`src/rtl/dxfer_pkg.sv`:
```
package dxfer_pkg;

    localparam int LEN_W  = 10;
    localparam int CNT_W  = 16;
    localparam int DATA_W = 32;
    localparam int REG_W  = 16;
    localparam int SEL_W  = 3;
    localparam logic [LEN_W-1:0] LEN16_CEIL = LEN_W'(10'h200);
    localparam logic [LEN_W-1:0] LEN_RESET  = LEN_W'(10'h200);
    localparam logic [DATA_W-1:0] HALF_MASK = DATA_W'({(DATA_W/2){1'b1}});

    typedef enum logic [SEL_W-1:0] {
        SEL_CTL   = 3'd0,
        SEL_LEN16 = 3'd1,
        SEL_CNT16 = 3'd2,
        SEL_LEN32 = 3'd3,
        SEL_CNT32 = 3'd4,
        SEL_CLR   = 3'd5
    } reg_sel_e;

    typedef struct packed {
        logic             wide;
        logic [LEN_W-1:0] len16;
        logic [LEN_W-1:0] len32;
        logic [CNT_W-1:0] cnt16;
        logic [CNT_W-1:0] cnt32;
    } cfg_t;

    typedef struct packed {
        logic             active;
        logic             rd;
        logic             multi;
        logic             wide;
        logic [LEN_W-1:0] len;
        logic [LEN_W:0]   bytes;
        logic [CNT_W-1:0] rem16;
    } seq_t;

    function automatic logic [LEN_W-1:0] clip_len16(input logic [REG_W-1:0] v);
        logic [LEN_W-1:0] low;
        low = v[LEN_W-1:0];
        return (low > LEN16_CEIL) ? LEN16_CEIL : low;
    endfunction

    function automatic logic [LEN_W:0] unit_bytes(input logic wide);
        return wide ? (LEN_W+1)'(4) : (LEN_W+1)'(2);
    endfunction

endpackage

```
`src/rtl/dxfer_regs.sv`:
```
module dxfer_regs
    import dxfer_pkg::*;
(
    input  logic             clk,
    input  logic             rst,
    input  logic             cfg_wr,
    input  logic [SEL_W-1:0] cfg_sel,
    input  logic [REG_W-1:0] cfg_wdata,
    input  logic             dec32,
    output cfg_t             cfg,
    output logic             clr_aux,
    output logic             clr_err
);

    reg_sel_e sel;
    assign sel = reg_sel_e'(cfg_sel);

    assign clr_aux = cfg_wr && (sel == SEL_CLR) && cfg_wdata[0];
    assign clr_err = cfg_wr && (sel == SEL_CLR) && cfg_wdata[1];

    always_ff @(posedge clk) begin
        if (rst) begin
            cfg.wide  <= 1'b0;
            cfg.len16 <= LEN_RESET;
            cfg.len32 <= LEN_RESET;
            cfg.cnt16 <= '0;
            cfg.cnt32 <= '0;
        end else begin
            if (cfg_wr) begin
                case (sel)
                    SEL_CTL:   cfg.wide  <= cfg_wdata[1];
                    SEL_LEN16: cfg.len16 <= clip_len16(cfg_wdata);
                    SEL_CNT16: cfg.cnt16 <= cfg_wdata[CNT_W-1:0];
                    SEL_LEN32: cfg.len32 <= cfg_wdata[LEN_W-1:0];
                    default:   ;
                endcase
            end
            if (cfg_wr && (sel == SEL_CNT32)) begin
                cfg.cnt32 <= cfg_wdata[CNT_W-1:0];
            end else if (dec32) begin
                cfg.cnt32 <= cfg.cnt32 - CNT_W'(1);
            end
        end
    end

endmodule

```
`src/rtl/dxfer_slot.sv`:
```
module dxfer_slot
    import dxfer_pkg::*;
(
    input  logic              clk,
    input  logic              rst,
    input  logic              start,
    input  logic              wide,
    input  logic              clr_err,
    input  logic              host_rd,
    input  logic              host_wr,
    input  logic [DATA_W-1:0] host_wdata,
    input  logic              card_push,
    input  logic [DATA_W-1:0] card_wdata,
    input  logic              card_pop,
    output logic [DATA_W-1:0] host_rdata,
    output logic [DATA_W-1:0] card_rdata,
    output logic              full,
    output logic              rd_take,
    output logic              wr_take,
    output logic              ovf,
    output logic              unf
);

    logic [DATA_W-1:0] data_q;
    logic [DATA_W-1:0] mask;

    assign mask       = wide ? {DATA_W{1'b1}} : HALF_MASK;
    assign rd_take    = host_rd && full;
    assign wr_take    = host_wr && !full;
    assign host_rdata = data_q & mask;
    assign card_rdata = data_q;

    always_ff @(posedge clk) begin
        if (rst) begin
            full   <= 1'b0;
            data_q <= '0;
        end else if (start) begin
            full <= 1'b0;
        end else if (rd_take) begin
            full <= 1'b0;
        end else if (wr_take) begin
            full   <= 1'b1;
            data_q <= host_wdata & mask;
        end else if (card_push && !full) begin
            full   <= 1'b1;
            data_q <= card_wdata;
        end else if (card_pop && full) begin
            full <= 1'b0;
        end
    end

    always_ff @(posedge clk) begin
        if (rst) begin
            ovf <= 1'b0;
            unf <= 1'b0;
        end else begin
            if (host_wr && full)      ovf <= 1'b1;
            else if (clr_err)         ovf <= 1'b0;
            if (host_rd && !full)     unf <= 1'b1;
            else if (clr_err)         unf <= 1'b0;
        end
    end

endmodule

```
`src/rtl/dxfer_seq.sv`:
```
module dxfer_seq
    import dxfer_pkg::*;
(
    input  logic clk,
    input  logic rst,
    input  cfg_t cfg,
    input  logic start,
    input  logic start_read,
    input  logic start_multi,
    input  logic rd_take,
    input  logic wr_take,
    input  logic clr_aux,
    output logic busy,
    output logic run_read,
    output logic run_wide,
    output logic data_end,
    output logic aux_blk,
    output logic aux_end,
    output logic dec32
);

    seq_t             st;
    logic             take;
    logic [LEN_W:0]   nxt;
    logic             blk_end;
    logic [CNT_W-1:0] remaining;
    logic             last_blk;

    always_comb begin
        take      = st.active && !start && (st.rd ? rd_take : wr_take);
        nxt       = st.bytes + unit_bytes(st.wide);
        blk_end   = take && (nxt >= {1'b0, st.len});
        remaining = st.wide ? cfg.cnt32 : st.rem16;
        last_blk  = !st.multi || (remaining <= CNT_W'(1));
        dec32     = blk_end && st.multi && st.wide && (cfg.cnt32 != '0);
    end

    assign busy     = st.active;
    assign run_read = st.rd;
    assign run_wide = st.wide;

    always_ff @(posedge clk) begin
        if (rst) begin
            st       <= '0;
            data_end <= 1'b0;
        end else begin
            data_end <= 1'b0;
            if (start) begin
                st.active <= 1'b1;
                st.rd     <= start_read;
                st.multi  <= start_multi;
                st.wide   <= cfg.wide;
                st.len    <= cfg.wide ? cfg.len32 : cfg.len16;
                st.bytes  <= '0;
                st.rem16  <= cfg.cnt16;
            end else if (take) begin
                if (blk_end) begin
                    st.bytes <= '0;
                    if (!st.wide && st.multi && (st.rem16 != '0)) begin
                        st.rem16 <= st.rem16 - CNT_W'(1);
                    end
                    if (last_blk) begin
                        st.active <= 1'b0;
                        data_end  <= 1'b1;
                    end
                end else begin
                    st.bytes <= nxt;
                end
            end
        end
    end

    always_ff @(posedge clk) begin
        if (rst) begin
            aux_blk <= 1'b0;
            aux_end <= 1'b0;
        end else begin
            if (blk_end && st.wide)                 aux_blk <= 1'b1;
            else if (clr_aux)                       aux_blk <= 1'b0;
            if (blk_end && last_blk && st.wide)     aux_end <= 1'b1;
            else if (clr_aux)                       aux_end <= 1'b0;
        end
    end

endmodule

```
`src/rtl/dxfer_ctrl.sv`:
```
module dxfer_ctrl
    import dxfer_pkg::*;
(
    input  logic              clk,
    input  logic              rst,
    input  logic              cfg_wr,
    input  logic [SEL_W-1:0]  cfg_sel,
    input  logic [REG_W-1:0]  cfg_wdata,
    input  logic              xfer_start,
    input  logic              xfer_read,
    input  logic              xfer_multi,
    input  logic              host_rd,
    input  logic              host_wr,
    input  logic [DATA_W-1:0] host_wdata,
    output logic [DATA_W-1:0] host_rdata,
    input  logic              card_push,
    input  logic [DATA_W-1:0] card_wdata,
    input  logic              card_pop,
    output logic [DATA_W-1:0] card_rdata,
    output logic              wide_mode,
    output logic [LEN_W-1:0]  len16,
    output logic [LEN_W-1:0]  len32,
    output logic [CNT_W-1:0]  cnt16,
    output logic [CNT_W-1:0]  cnt32,
    output logic              busy,
    output logic              rx_ready,
    output logic              tx_req,
    output logic              data_end,
    output logic              ovf_flag,
    output logic              unf_flag,
    output logic              aux_blk,
    output logic              aux_end
);

    cfg_t cfg;
    logic clr_aux, clr_err, dec32;
    logic slot_full, rd_take, wr_take;
    logic run_read, run_wide;

    dxfer_regs u_regs (
        .clk       (clk),
        .rst       (rst),
        .cfg_wr    (cfg_wr),
        .cfg_sel   (cfg_sel),
        .cfg_wdata (cfg_wdata),
        .dec32     (dec32),
        .cfg       (cfg),
        .clr_aux   (clr_aux),
        .clr_err   (clr_err)
    );

    dxfer_slot u_slot (
        .clk        (clk),
        .rst        (rst),
        .start      (xfer_start),
        .wide       (run_wide),
        .clr_err    (clr_err),
        .host_rd    (host_rd),
        .host_wr    (host_wr),
        .host_wdata (host_wdata),
        .card_push  (card_push),
        .card_wdata (card_wdata),
        .card_pop   (card_pop),
        .host_rdata (host_rdata),
        .card_rdata (card_rdata),
        .full       (slot_full),
        .rd_take    (rd_take),
        .wr_take    (wr_take),
        .ovf        (ovf_flag),
        .unf        (unf_flag)
    );

    dxfer_seq u_seq (
        .clk         (clk),
        .rst         (rst),
        .cfg         (cfg),
        .start       (xfer_start),
        .start_read  (xfer_read),
        .start_multi (xfer_multi),
        .rd_take     (rd_take),
        .wr_take     (wr_take),
        .clr_aux     (clr_aux),
        .busy        (busy),
        .run_read    (run_read),
        .run_wide    (run_wide),
        .data_end    (data_end),
        .aux_blk     (aux_blk),
        .aux_end     (aux_end),
        .dec32       (dec32)
    );

    assign wide_mode = cfg.wide;
    assign len16     = cfg.len16;
    assign len32     = cfg.len32;
    assign cnt16     = cfg.cnt16;
    assign cnt32     = cfg.cnt32;
    assign rx_ready  = busy && run_read && slot_full;
    assign tx_req    = busy && !run_read && !slot_full;

endmodule

```
`config.mk`:
```
export PLATFORM = sky130hd
export DESIGN_NAME = dxfer_ctrl
export DESIGN_NICKNAME = d
export VERILOG_FILES = /design/src/rtl/dxfer_pkg.sv /design/src/rtl/dxfer_regs.sv /design/src/rtl/dxfer_slot.sv /design/src/rtl/dxfer_seq.sv /design/src/rtl/dxfer_ctrl.sv
export SDC_FILE = /design/constraint.sdc
export NUM_CORES = 1
export LEC_CHECK = 0
export CAP_MARGIN = 20
export CORE_MARGIN = 2
export CORE_UTILIZATION = 60
export CTS_BUF_LIST = sky130_fd_sc_hd__clkbuf_4
export DETAILED_ROUTE_END_ITERATION = 6
export DONT_BUFFER_PORTS = 1
export GPL_ROUTABILITY_DRIVEN = 0
export PLACE_DENSITY = 0.77
export RECOVER_POWER = 100
export SETUP_SLACK_MARGIN = 0.15
export SYNTH_ARGS = -nofsm -noshare
export SYNTH_HDL_FRONTEND = slang
export SYNTH_SLANG_ARGS = --single-unit
export TNS_END_PERCENT = 30
```
`constraint.sdc`:
```
create_clock -name clk -period 3.33 [get_ports clk]
set_input_delay 0.1665 -clock clk [delete_from_list [all_inputs] [get_ports clk]]
set_output_delay 0.1665 -clock clk [all_outputs]
set_load 0.01 [all_outputs]
```
# [Word-level counts from Yosys, hierarchy flattened]
# Cells that the tools add are included.
[word_totals] regBits=132 output_inout_bits=125 word_cells=120
[classes] n_lt_le_gt_ge=3 n_mux=29 n_eq_ne=5 addsub=3 n_reduce_logical=55 bitwise=6
[op_table] cell="2-to-1 mux 16 bit" count=7
[op_table] cell="2-to-1 mux 32 bit" count=3
[op_table] cell="AND 32 bit" count=2
[op_table] cell="nonzero test 16 bit" count=2
[op_table] cell="subtractor 16 x 1 -> 16 bit, second input constant" count=2
[op_table] cell="logical AND 1 bit" count=25
[op_table] cell="2-to-1 mux 10 bit" count=2
[op_table] cell="nonzero test 2 bit" count=10
[op_table] cell="<= comparator 16 x 1 -> 1 bit, second input constant" count=1
[op_table] cell="2-to-1 mux 1 bit" count=15
[op_table] cell="adder 11 x 3 -> 11 bit" count=1
[op_table] cell="greater-or-equal comparator 11 x 10 -> 1 bit" count=1
[op_table] cell="2-to-1 mux 11 bit" count=1
[op_table] cell="> comparator 10 bit, second input constant" count=1
[op_table] cell="AND reduction 3 bit" count=3
[op_table] cell="AND reduction 2 bit" count=4
[op_table] cell="== test 3 x 2 -> 1 bit, second input constant" count=2
[op_table] cell="== test 3 bit, second input constant" count=2
[op_table] cell="zero test 1 bit" count=5
[op_table] cell="inverter 1 bit" count=4
[op_table] cell="OR reduction 4 bit" count=1
[op_table] cell="== test 3 x 1 -> 1 bit, second input constant" count=1
[op_table] cell="zero test 3 bit" count=1
[op_table] cell="2-to-1 mux 3 bit" count=1
[op_table] cell="4 further kinds" count=4

# [Logic depth before layout (Yosys ltp)]
# Gate-level depths: netlist (run 1).
[depth] depth_word=10 mapped_depth=15

# [By module]
# From an unflattened synthesis (run 1), not the netlist that was laid out.
[unflattened] cells_unflattened=800 hier_area_um2=6931.6
[by_module_without_submodules] mod="dxfer_seq" cells_per_inst=309 instances=1 seq_area_each_um2=860.8 area_each_um2=2615.0
[by_module_without_submodules] mod="dxfer_regs" cells_per_inst=272 instances=1 seq_area_each_um2=1061.0 area_each_um2=2277.2
[by_module_without_submodules] mod="dxfer_slot" cells_per_inst=217 instances=1 seq_area_each_um2=700.7 area_each_um2=2020.7
[by_module_without_submodules] mod="dxfer_ctrl" cells_per_inst=2 instances=1 seq_area_each_um2=0.0 area_each_um2=18.8

# [Worst setup path after synthesis (run 1)]
# Ideal clock, no wire load.
[synth_timing] kind="register to register" start="register, netlist name u_seq.run_wide" end="register, netlist name u_regs.cfg[7]" setup_ps=74 setup_slack_ps=-294 arrival_ps=3550 stages_incl_launch_ff=15 path_cell_list="dfxtp_1 -> clkbuf_1 -> inv_1 -> ha_1 -> fa_1 -> and3_1 -> nand3_1 -> xnor2_1 -> ha_1 -> nand3_1 -> a211o_1 -> o211ai_1 -> o21ai_1 -> or4_2 -> a31oi_1"
[synth_between] elab_chain_len=8
[synth_rtl] item="2-to-1 mux 3 bit" line="dxfer_pkg.sv:46" text="return wide ? (LEN_W+1)'(4) : (LEN_W+1)'(2);"
[synth_rtl] item="adder 11 x 3 -> 11 bit" line="dxfer_seq.sv:31" text="nxt = st.bytes + unit_bytes(st.wide);"
[synth_rtl] item="greater-or-equal comparator 11 x 10 -> 1 bit" line="dxfer_seq.sv:32" text="blk_end = take && (nxt >= {1'b0, st.len});"
[synth_rtl] item="logical AND 1 bit" line="dxfer_seq.sv:32"
[synth_rtl] item="logical AND 1 bit" line="dxfer_seq.sv:35" text="dec32 = blk_end && st.multi && st.wide && (cfg.cnt32 != '0);"
[synth_rtl] item="logical AND 1 bit * (2 in series)" line="dxfer_seq.sv:35"
[synth_rtl] item="nonzero test 2 bit (no source line) *"
# Mark *: on every way between the ends. The rest lies on a longest branch, timed or not.
# A chain may end at the register's enable or synchronous reset.

# [Final worst setup path (run 1)]
[layout_timing] start="register, netlist name u_seq.run_wide" end="register, netlist name u_regs.cfg[7]"
[layout_between] elab_chain_len=8
[layout_rtl] item="2-to-1 mux 3 bit" line="dxfer_pkg.sv:46"
[layout_rtl] item="adder 11 x 3 -> 11 bit" line="dxfer_seq.sv:31"
[layout_rtl] item="greater-or-equal comparator 11 x 10 -> 1 bit" line="dxfer_seq.sv:32"
[layout_rtl] item="logical AND 1 bit" line="dxfer_seq.sv:32"
[layout_rtl] item="logical AND 1 bit" line="dxfer_seq.sv:35"
[layout_rtl] item="logical AND 1 bit * (2 in series)" line="dxfer_seq.sv:35"
[layout_rtl] item="nonzero test 2 bit (no source line) *"
# Marked as above.

==> reports/metrics.yaml, run 1 <==
critical_path:
  r2r_end: "u_regs.cfg[7]$_SDFFE_PP0P_"
  setup.worst_path.start: "u_seq.run_wide$_SDFFE_PP0P_"
  rrSetupSlack_ns: 0.05
  start_kind: "flip-flop"
  worstSetupPathType: "reg -> reg"
  cp_data_arrival_time_ns: 3.78
  rr_worst_depth: 14
  worst_ep_required_time_ns: 3.83
  crit_path_max_fanout: 7
  r2r_start: "u_seq.run_wide$_SDFFE_PP0P_"
  worstSetupEndpointType: "flip-flop"
grt:
  grt_overflow: 0
  grt.total_usage_pct: 37.4
  grt_antenna_before_repair: 1
  first_global_vias: 6732
  grt_max_degree: 114
  grt_pass1_wl_microns: 34300
clock_tree:
  cts_made_buffers: 17
  clockBufferDepth: 2
  cts_root_buffer: "clkbuf_4"
  path_clk_slew_ns: 0.11
  clock_sinks: 131
  htreeDepth: 4
  clkLatencyLatePin_ns: 0.58
  cts_tree: "yes"
power_and_ir_drop:
  p_comb_share_pct: 14.7
  powerDensity_nw_per_um2: 414
  peakVddDrop_mv: 0.301
  pwr-share-seq_pct: 50.4
  p_sw_uw: 995
  internal_power_uw: 2460
  total_leakage_power_uw: 0.00306
  switching_share_pct: 28.8
  clkPwrFrac_pct: 34.9
place:
  io_buffer_count: 0
  place_ws_ns: -0.0448
  place.detailed.instances: 922
  hpwl_microns: 13900
detailed_routing:
  dr.first_iter.drc_count: 759
  avgRoutedWirePerCell_microns: 21.5
  finalWirelength_microns: 23100
  vias_per_cell: 6.66
  drt-pass1-iter-count: 7
  drc: 0
  via_count: 7164
  ant_nets: 0
timing:
  relSlewSlack_pct: 11.7
  slew_viol_final: 0
  tightest_slew_ns: 1.32
  setup_violations: 0
  finalSetupTns_ns: 0
  finalClockSkew_ns: 0.00867
  rsz0062_at_grt: "yes"
  hold_viol: 0
  fin_crit_sh_pct: 98.5
  worst_slack_ns: 0.0510
  fin_crit_ns: 3.28
  fmax_mhz: 305
floorplan:
  start_util_pct: 61.3
  die_h_microns: 109
  die_w_microns: 109
  core_region_area_sq_um: 10800
  die_area_sq_um: 11900
  rows: 38
  pin_count: 218
synthesis:
  netlist_instances: 837
  synth_edf_count: 0
  async_flop_share_pct: 0
  synthesis.nets: 944
  seq_area_frac_synth_pct: 39.4
  synth_seq_cells: 131
  ys_types: 64
  synthFlopType: "dfxtp_1"
  syn_area_sq_um: 6650
  syn_avg_cell_area_sq_um: 7.94
  synth_warnings: 0
hold_path:
  hold_path_end: "u_regs.cfg[52]$_SDFFE_PP0P_"
  whs_path_depth: 4
  min_from: "cfg_wr"
  min_path_type: "in -> reg"
outcome:
  status: "complete, no violations"
job:
  drv_cap: 0
final_layout:
  fillers: 684
  regArea_sq_um: 2630
  multi_input_area_sq_um: 3740
  drive_gt1_share_pct: 10.3
  fin_cells: 1076
  num-nets-final: 1029
  area_growth_pct: 25.3
-- routing by layer --
layer / part of all wire [%] / GRT usage, % / vias to the layer above
met2: 49 / 61.5 / 489
met1: 37 / 44.0 / 3392
met3: 10 / 13.0 / 112
met4: 4.4 / 16.9 / 0
met5: 0 / 0 / -
li1: - / - / 3171
-- power by group through the flow --
stage	clock network (uW)	logic, uW	registers, uW
2_1_floorplan	0	299	1730
3_3_place_gp	0	285	1770
3_5_place_dp	0	296	1770
4_1_cts	1190	464	1730
5_1_grt	1260	546	1750
6_report	1200	508	1740
-- layout by cell type, fill, tap and decap left out, types with 14 or more instances in the layout --
cell	instances
nor3_1	16
a21oi_1	54
clkbuf_4	19
nor2_1	98
nand2_1	130
buf_4	18
nand3_1	31
mux2i_1	14
a311oi_1	38
dfxtp_1	130
and2_0	15
inv_1	25
dlygate4sd3_1	109
-- cell families after synthesis --
kind of cell / count (synthesis) / share of synthesized area, %
buffers and inverters: 99 / 6.49
adder cells (fa/ha/maj): 14 / 2.75
flip-flops: 131 / 39.4
XOR/XNOR: 19 / 2.50
AND/OR/NAND/NOR: 376 / 26.8
AO/OA/AOI/OAI: 183 / 19.7
multiplexers: 15 / 2.28
-- worst max-delay path, cell delays in order (launching register included) --
cell,delay (ns)
dfxtp_4,0.39
inv_4,0.04
ha_4,0.16
fa_2,0.37
and3_4,0.22
nand3_4,0.09
xnor2_2,0.08
ha_1,0.32
nand3_2,0.09
a211o_1,0.26
o211ai_1,0.18
o21ai_4,0.14
buf_6,0.18
or4_4,0.50
a31oi_1,0.19
-- stage by stage --
step	cell area, sq um	hold WS [ns]	util, %	total power, uW
final	8330	0.0325	76.9	3450
after detailed placement	6690	0.249	61.7	2070
after global routing	8330	0.0453	76.9	3550
after global placement	6690	0.248	61.7	2050
after CTS	8180	0.0118	75.4	3390
after floorplan	6710	0.302	-	2030
-- state kept, by name, indices dropped and copies added, names as in the netlist --
register and count:
u_seq.busy 1, u_seq.run_wide 1, u_slot.ovf 1, u_seq.aux_blk 1, u_regs.cfg 53, u_slot.full 1, u_seq.st 37, u_slot.card_rdata 32
u_slot.unf 1, u_seq.run_read 1, u_seq.data_end 1, u_seq.aux_end 1
-- layout make-up --
cell class | count | share of cell area [%]
inverter | 26 | 1.20
multi-input combinational | 607 | 44.9
antenna | 1 | 0.0300
tap | 140 | 2.10
timing repair buffer | 139 | 16.6
clock inverter | 13 | 1.98
clock buffer | 19 | 1.71
sequential | 131 | 31.5
-- synthesized netlist by cell type, drive strengths merged, types with 3 or more instances --
master   instances  area share, %
a2111oi          3           0.77
a211oi          15            1.8
a21oi           58            4.4
a22oi            6           0.68
a311o            4           0.60
a311oi          40            5.3
a31oi            8           0.75
a32oi            4           0.53
and2            20            1.9
and3             8           0.75
buf             22            2.1
clkbuf          51            2.9
dfxtp          131             39
ha              13            2.4
inv             26            1.5
mux2i           14            2.1
nand2          130            7.3
nand2b           4           0.38
nand3           35            2.6
nand4            9           0.85
nand4b           3           0.40
nor2            99            5.6
nor2b            5           0.47
nor3            16            1.2
nor3b           11            1.2
nor4            10           0.94
o21ai           16            1.2
o311ai           3           0.40
o31ai            6           0.68
or3              7           0.66
or4             10            1.3
xnor2           12            1.6
xor2             7           0.92
-- worst max path at each step --
stage	slack (ns)	cells after the start	endpoint
floorplan	0.08	14	u_regs.cfg[2]$_SDFFE_PP0P_
global placement	0.11	13	u_seq.st[17]$_SDFFE_PP0P_
detailed placement	-0.04	13	u_seq.st[18]$_SDFFE_PP0P_
CTS	0.08	13	u_seq.st[8]$_SDFFE_PP0P_
global route	-0.03	13	u_regs.cfg[11]$_SDFFE_PP0P_
finish	0.05	14	u_regs.cfg[7]$_SDFFE_PP0P_
-- repair_timing --
action	in CTS	in global routing
gates resized for setup	5	21
endpoints found under the hold margin	120	0
gates cloned	0	2
pin swaps	6	6
endpoints found under the setup margin	29	37
hold buffers	111	0
setup buffers	2	4
Note: power is estimated with default switching activity, not from simulation.
==> inputs of run 2 (changes only) <==
==> constraint.sdc (replaced) <==
create_clock -name clk -period 3.33 [get_ports clk]
set_input_delay 0.1665 -clock clk [delete_from_list [all_inputs] [get_ports clk]]
set_output_delay 0.1665 -clock clk [all_outputs]
set_load 0.05 [all_outputs]
==> reports/metrics.yaml, run 2 (synthesis results as in run 1) <==
outcome:
  status: "complete, no violations"
final_layout:
  fin_cells: 1076
  largest_reg_flops: 53
  fillers: 745
  drive_gt1_share_pct: 9.94
  area_growth_pct: 23.8
  mostFrequentLayoutCells: "nand2_1, dfxtp_1, nor2_1, dlygate4sd3_1, a21oi_1"
  finalCoreUtilization_pct: 75.9
  antenna_cells: 0
  num-nets-final: 1030
  top_register: "u_regs.cfg"
floorplan:
  pin_count: 218
  die_area_sq_um: 11900
  die_w_microns: 109
  rows: 38
  core_region_area_sq_um: 10800
  die_h_microns: 109
  start_util_pct: 61.3
critical_path:
  critPathBufInv: 2
  cp_top_family: "compound AO/OA/AOI/OAI gates"
  crit_path_max_fanout: 7
  cp_slowest_cell: "or4_4"
  cp_data_arrival_time_ns: 3.73
  r2r_end: "u_regs.cfg[2]$_SDFFE_PP0P_"
  r2r_start: "u_seq.run_wide$_SDFFE_PP0P_"
  worstSetupEndpointType: "flip-flop"
  max_stage_delay_ns: 0.53
  rr_worst_depth: 13
  worstSetupPathType: "reg -> reg"
  path_cells: "inv_4 > ha_4 > fa_2 > buf_6 > nand3_2 > xnor2_1 > ha_1 > nand4_1 > a211o_1 > o211ai_1 > o21ai_4 > or4_4 > a311oi_2"
  worst_ep_required_time_ns: 3.81
  rrSetupSlack_ns: 0.07
  start_kind: "flip-flop"
detailed_routing:
  vias_per_cell: 6.72
  via_count: 7235
  avgRoutedWirePerCell_microns: 21.8
  ant_nets: 0
  finalWirelength_microns: 23500
  drc: 0
  dr.first_iter.drc_count: 872
  drt-pass1-iter-count: 7
hold_path:
  min_path_type: "in -> reg"
  hold_path_end: "u_seq.aux_end$_SDFFE_PP0P_"
  whs_path_depth: 3
  min_from: "cfg_sel[1]"
timing:
  finalSetupTns_ns: 0
  finalClockSkew_ns: 0.0153
  fin_crit_ns: 3.26
  rsz0062_at_grt: "yes"
  tightest_slew_ns: 1.21
  setup_violations: 0
  hold_viol: 0
  fmax_mhz: 307
  slew_viol_final: 0
  fin_crit_sh_pct: 97.8
  relSlewSlack_pct: 19.9
grt:
  grt.total_usage_pct: 38.1
  grt_max_degree: 83
  grt_overflow: 0
  grt_antenna_before_repair: 0
  grt_pass1_wl_microns: 35100
  first_global_vias: 6910
power_and_ir_drop:
  powerDensity_nw_per_um2: 431
  peakVddDrop_mv: 0.352
  total_leakage_power_uw: 0.00303
place:
  io_buffer_count: 0
  place.detailed.instances: 936
  hpwl_microns: 14100
clock_tree:
  cts_root_buffer: "clkbuf_4"
  path_clk_slew_ns: 0.12
  cts_tree: "yes"
  clock_sinks: 131
  cts_made_buffers: 17
  htreeDepth: 4
  clkLatencyLatePin_ns: 0.56
  clockBufferDepth: 2
job:
  drv_cap: 0
[run 2: changes by cell type in the layout (fill, tap and decap cells not counted), sizes merged]
cell	previous run	this run
bufinv	4	3
clkinvlp	0	1
buf	25	24
diode	1	0
clkbuf	24	38
dlygate4sd3	109	97
[run 2: through the flow]
step / hold slack (ns) / cell area (sq um) / total power [uW] / worst slack, ns
2_1_floorplan: 0.303 / 6710 / 2240 / 0.0812
3_3_place_gp: 0.246 / 6800 / 2270 / 0.142
3_5_place_dp: 0.248 / 6800 / 2290 / 0.00176
4_1_cts: 0.0131 / 8150 / 3500 / 0.150
5_1_grt: 0.0300 / 8230 / 3660 / 0.00262
6_report: 0.0551 / 8230 / 3550 / 0.0723
[run 2: routing by layer]
layer	part of all wire (%)	vias to the layer above	GRT usage, %
li1	-	3169	-
met1	37	3445	46.5
met2	48	492	61.1
met3	9.9	129	10.9
met4	4.6	0	19.6
met5	0	-	0
[run 2: final cells by class]
| class | count | area (sq um) | share of cell area [%] |
|---|---|---|---|
| clock buffers | 19 | 143 | 1.73 |
| clock inverters | 13 | 141 | 1.72 |
| inverters | 26 | 100 | 1.22 |
| multi-input cells | 607 | 3740 | 45.5 |
| flip-flops and latches | 131 | 2630 | 31.9 |
| well taps | 140 | 175 | 2.13 |
| repair buffers | 140 | 1300 | 15.8 |
[run 2: worst max-delay path by stage]
stage,from,end,slack [ns],depth (start not counted)
finish,u_seq.run_wide$_SDFFE_PP0P_,u_regs.cfg[2]$_SDFFE_PP0P_,0.07,13
global route,u_seq.run_wide$_SDFFE_PP0P_,u_regs.cfg[2]$_SDFFE_PP0P_,0.003,13
CTS,u_seq.run_wide$_SDFFE_PP0P_,u_regs.cfg[12]$_SDFFE_PP0P_,0.15,14
detailed placement,u_seq.run_wide$_SDFFE_PP0P_,u_regs.cfg[5]$_SDFFE_PP0P_,0.002,14
global placement,u_seq.run_wide$_SDFFE_PP0P_,u_regs.cfg[2]$_SDFFE_PP0P_,0.14,12
floorplan,u_seq.run_wide$_SDFFE_PP0P_,u_regs.cfg[2]$_SDFFE_PP0P_,0.08,14
[run 2: repair_timing]
action,4_1_cts,5_1_grt
pin swaps,6,10
endpoints found under the hold margin,120,0
endpoints found under the setup margin,34,38
hold buffers,99,0
resized for setup,6,22
setup buffers,3,4
[run 2: power breakdown]
group | total (uW) | internal, uW | switching [uW] | leakage [uW]
registers | 1880 | 1630 | 254 | 0.00107
logic | 550 | 217 | 333 | 0.00180
clock network | 1110 | 522 | 592 | 0.000156
[run 2: worst register-to-register path: cells and delay by family (launching register included)]
kind                       cells  cell delay (ns)
AOI/OAI and AO/OA              4             0.93
xor gates and xnor gates       1             0.09
adders and majority gates      3             0.84
buffers and inverters          2             0.19
DFF                            1             0.40
and+or+nand+nor                3             0.74
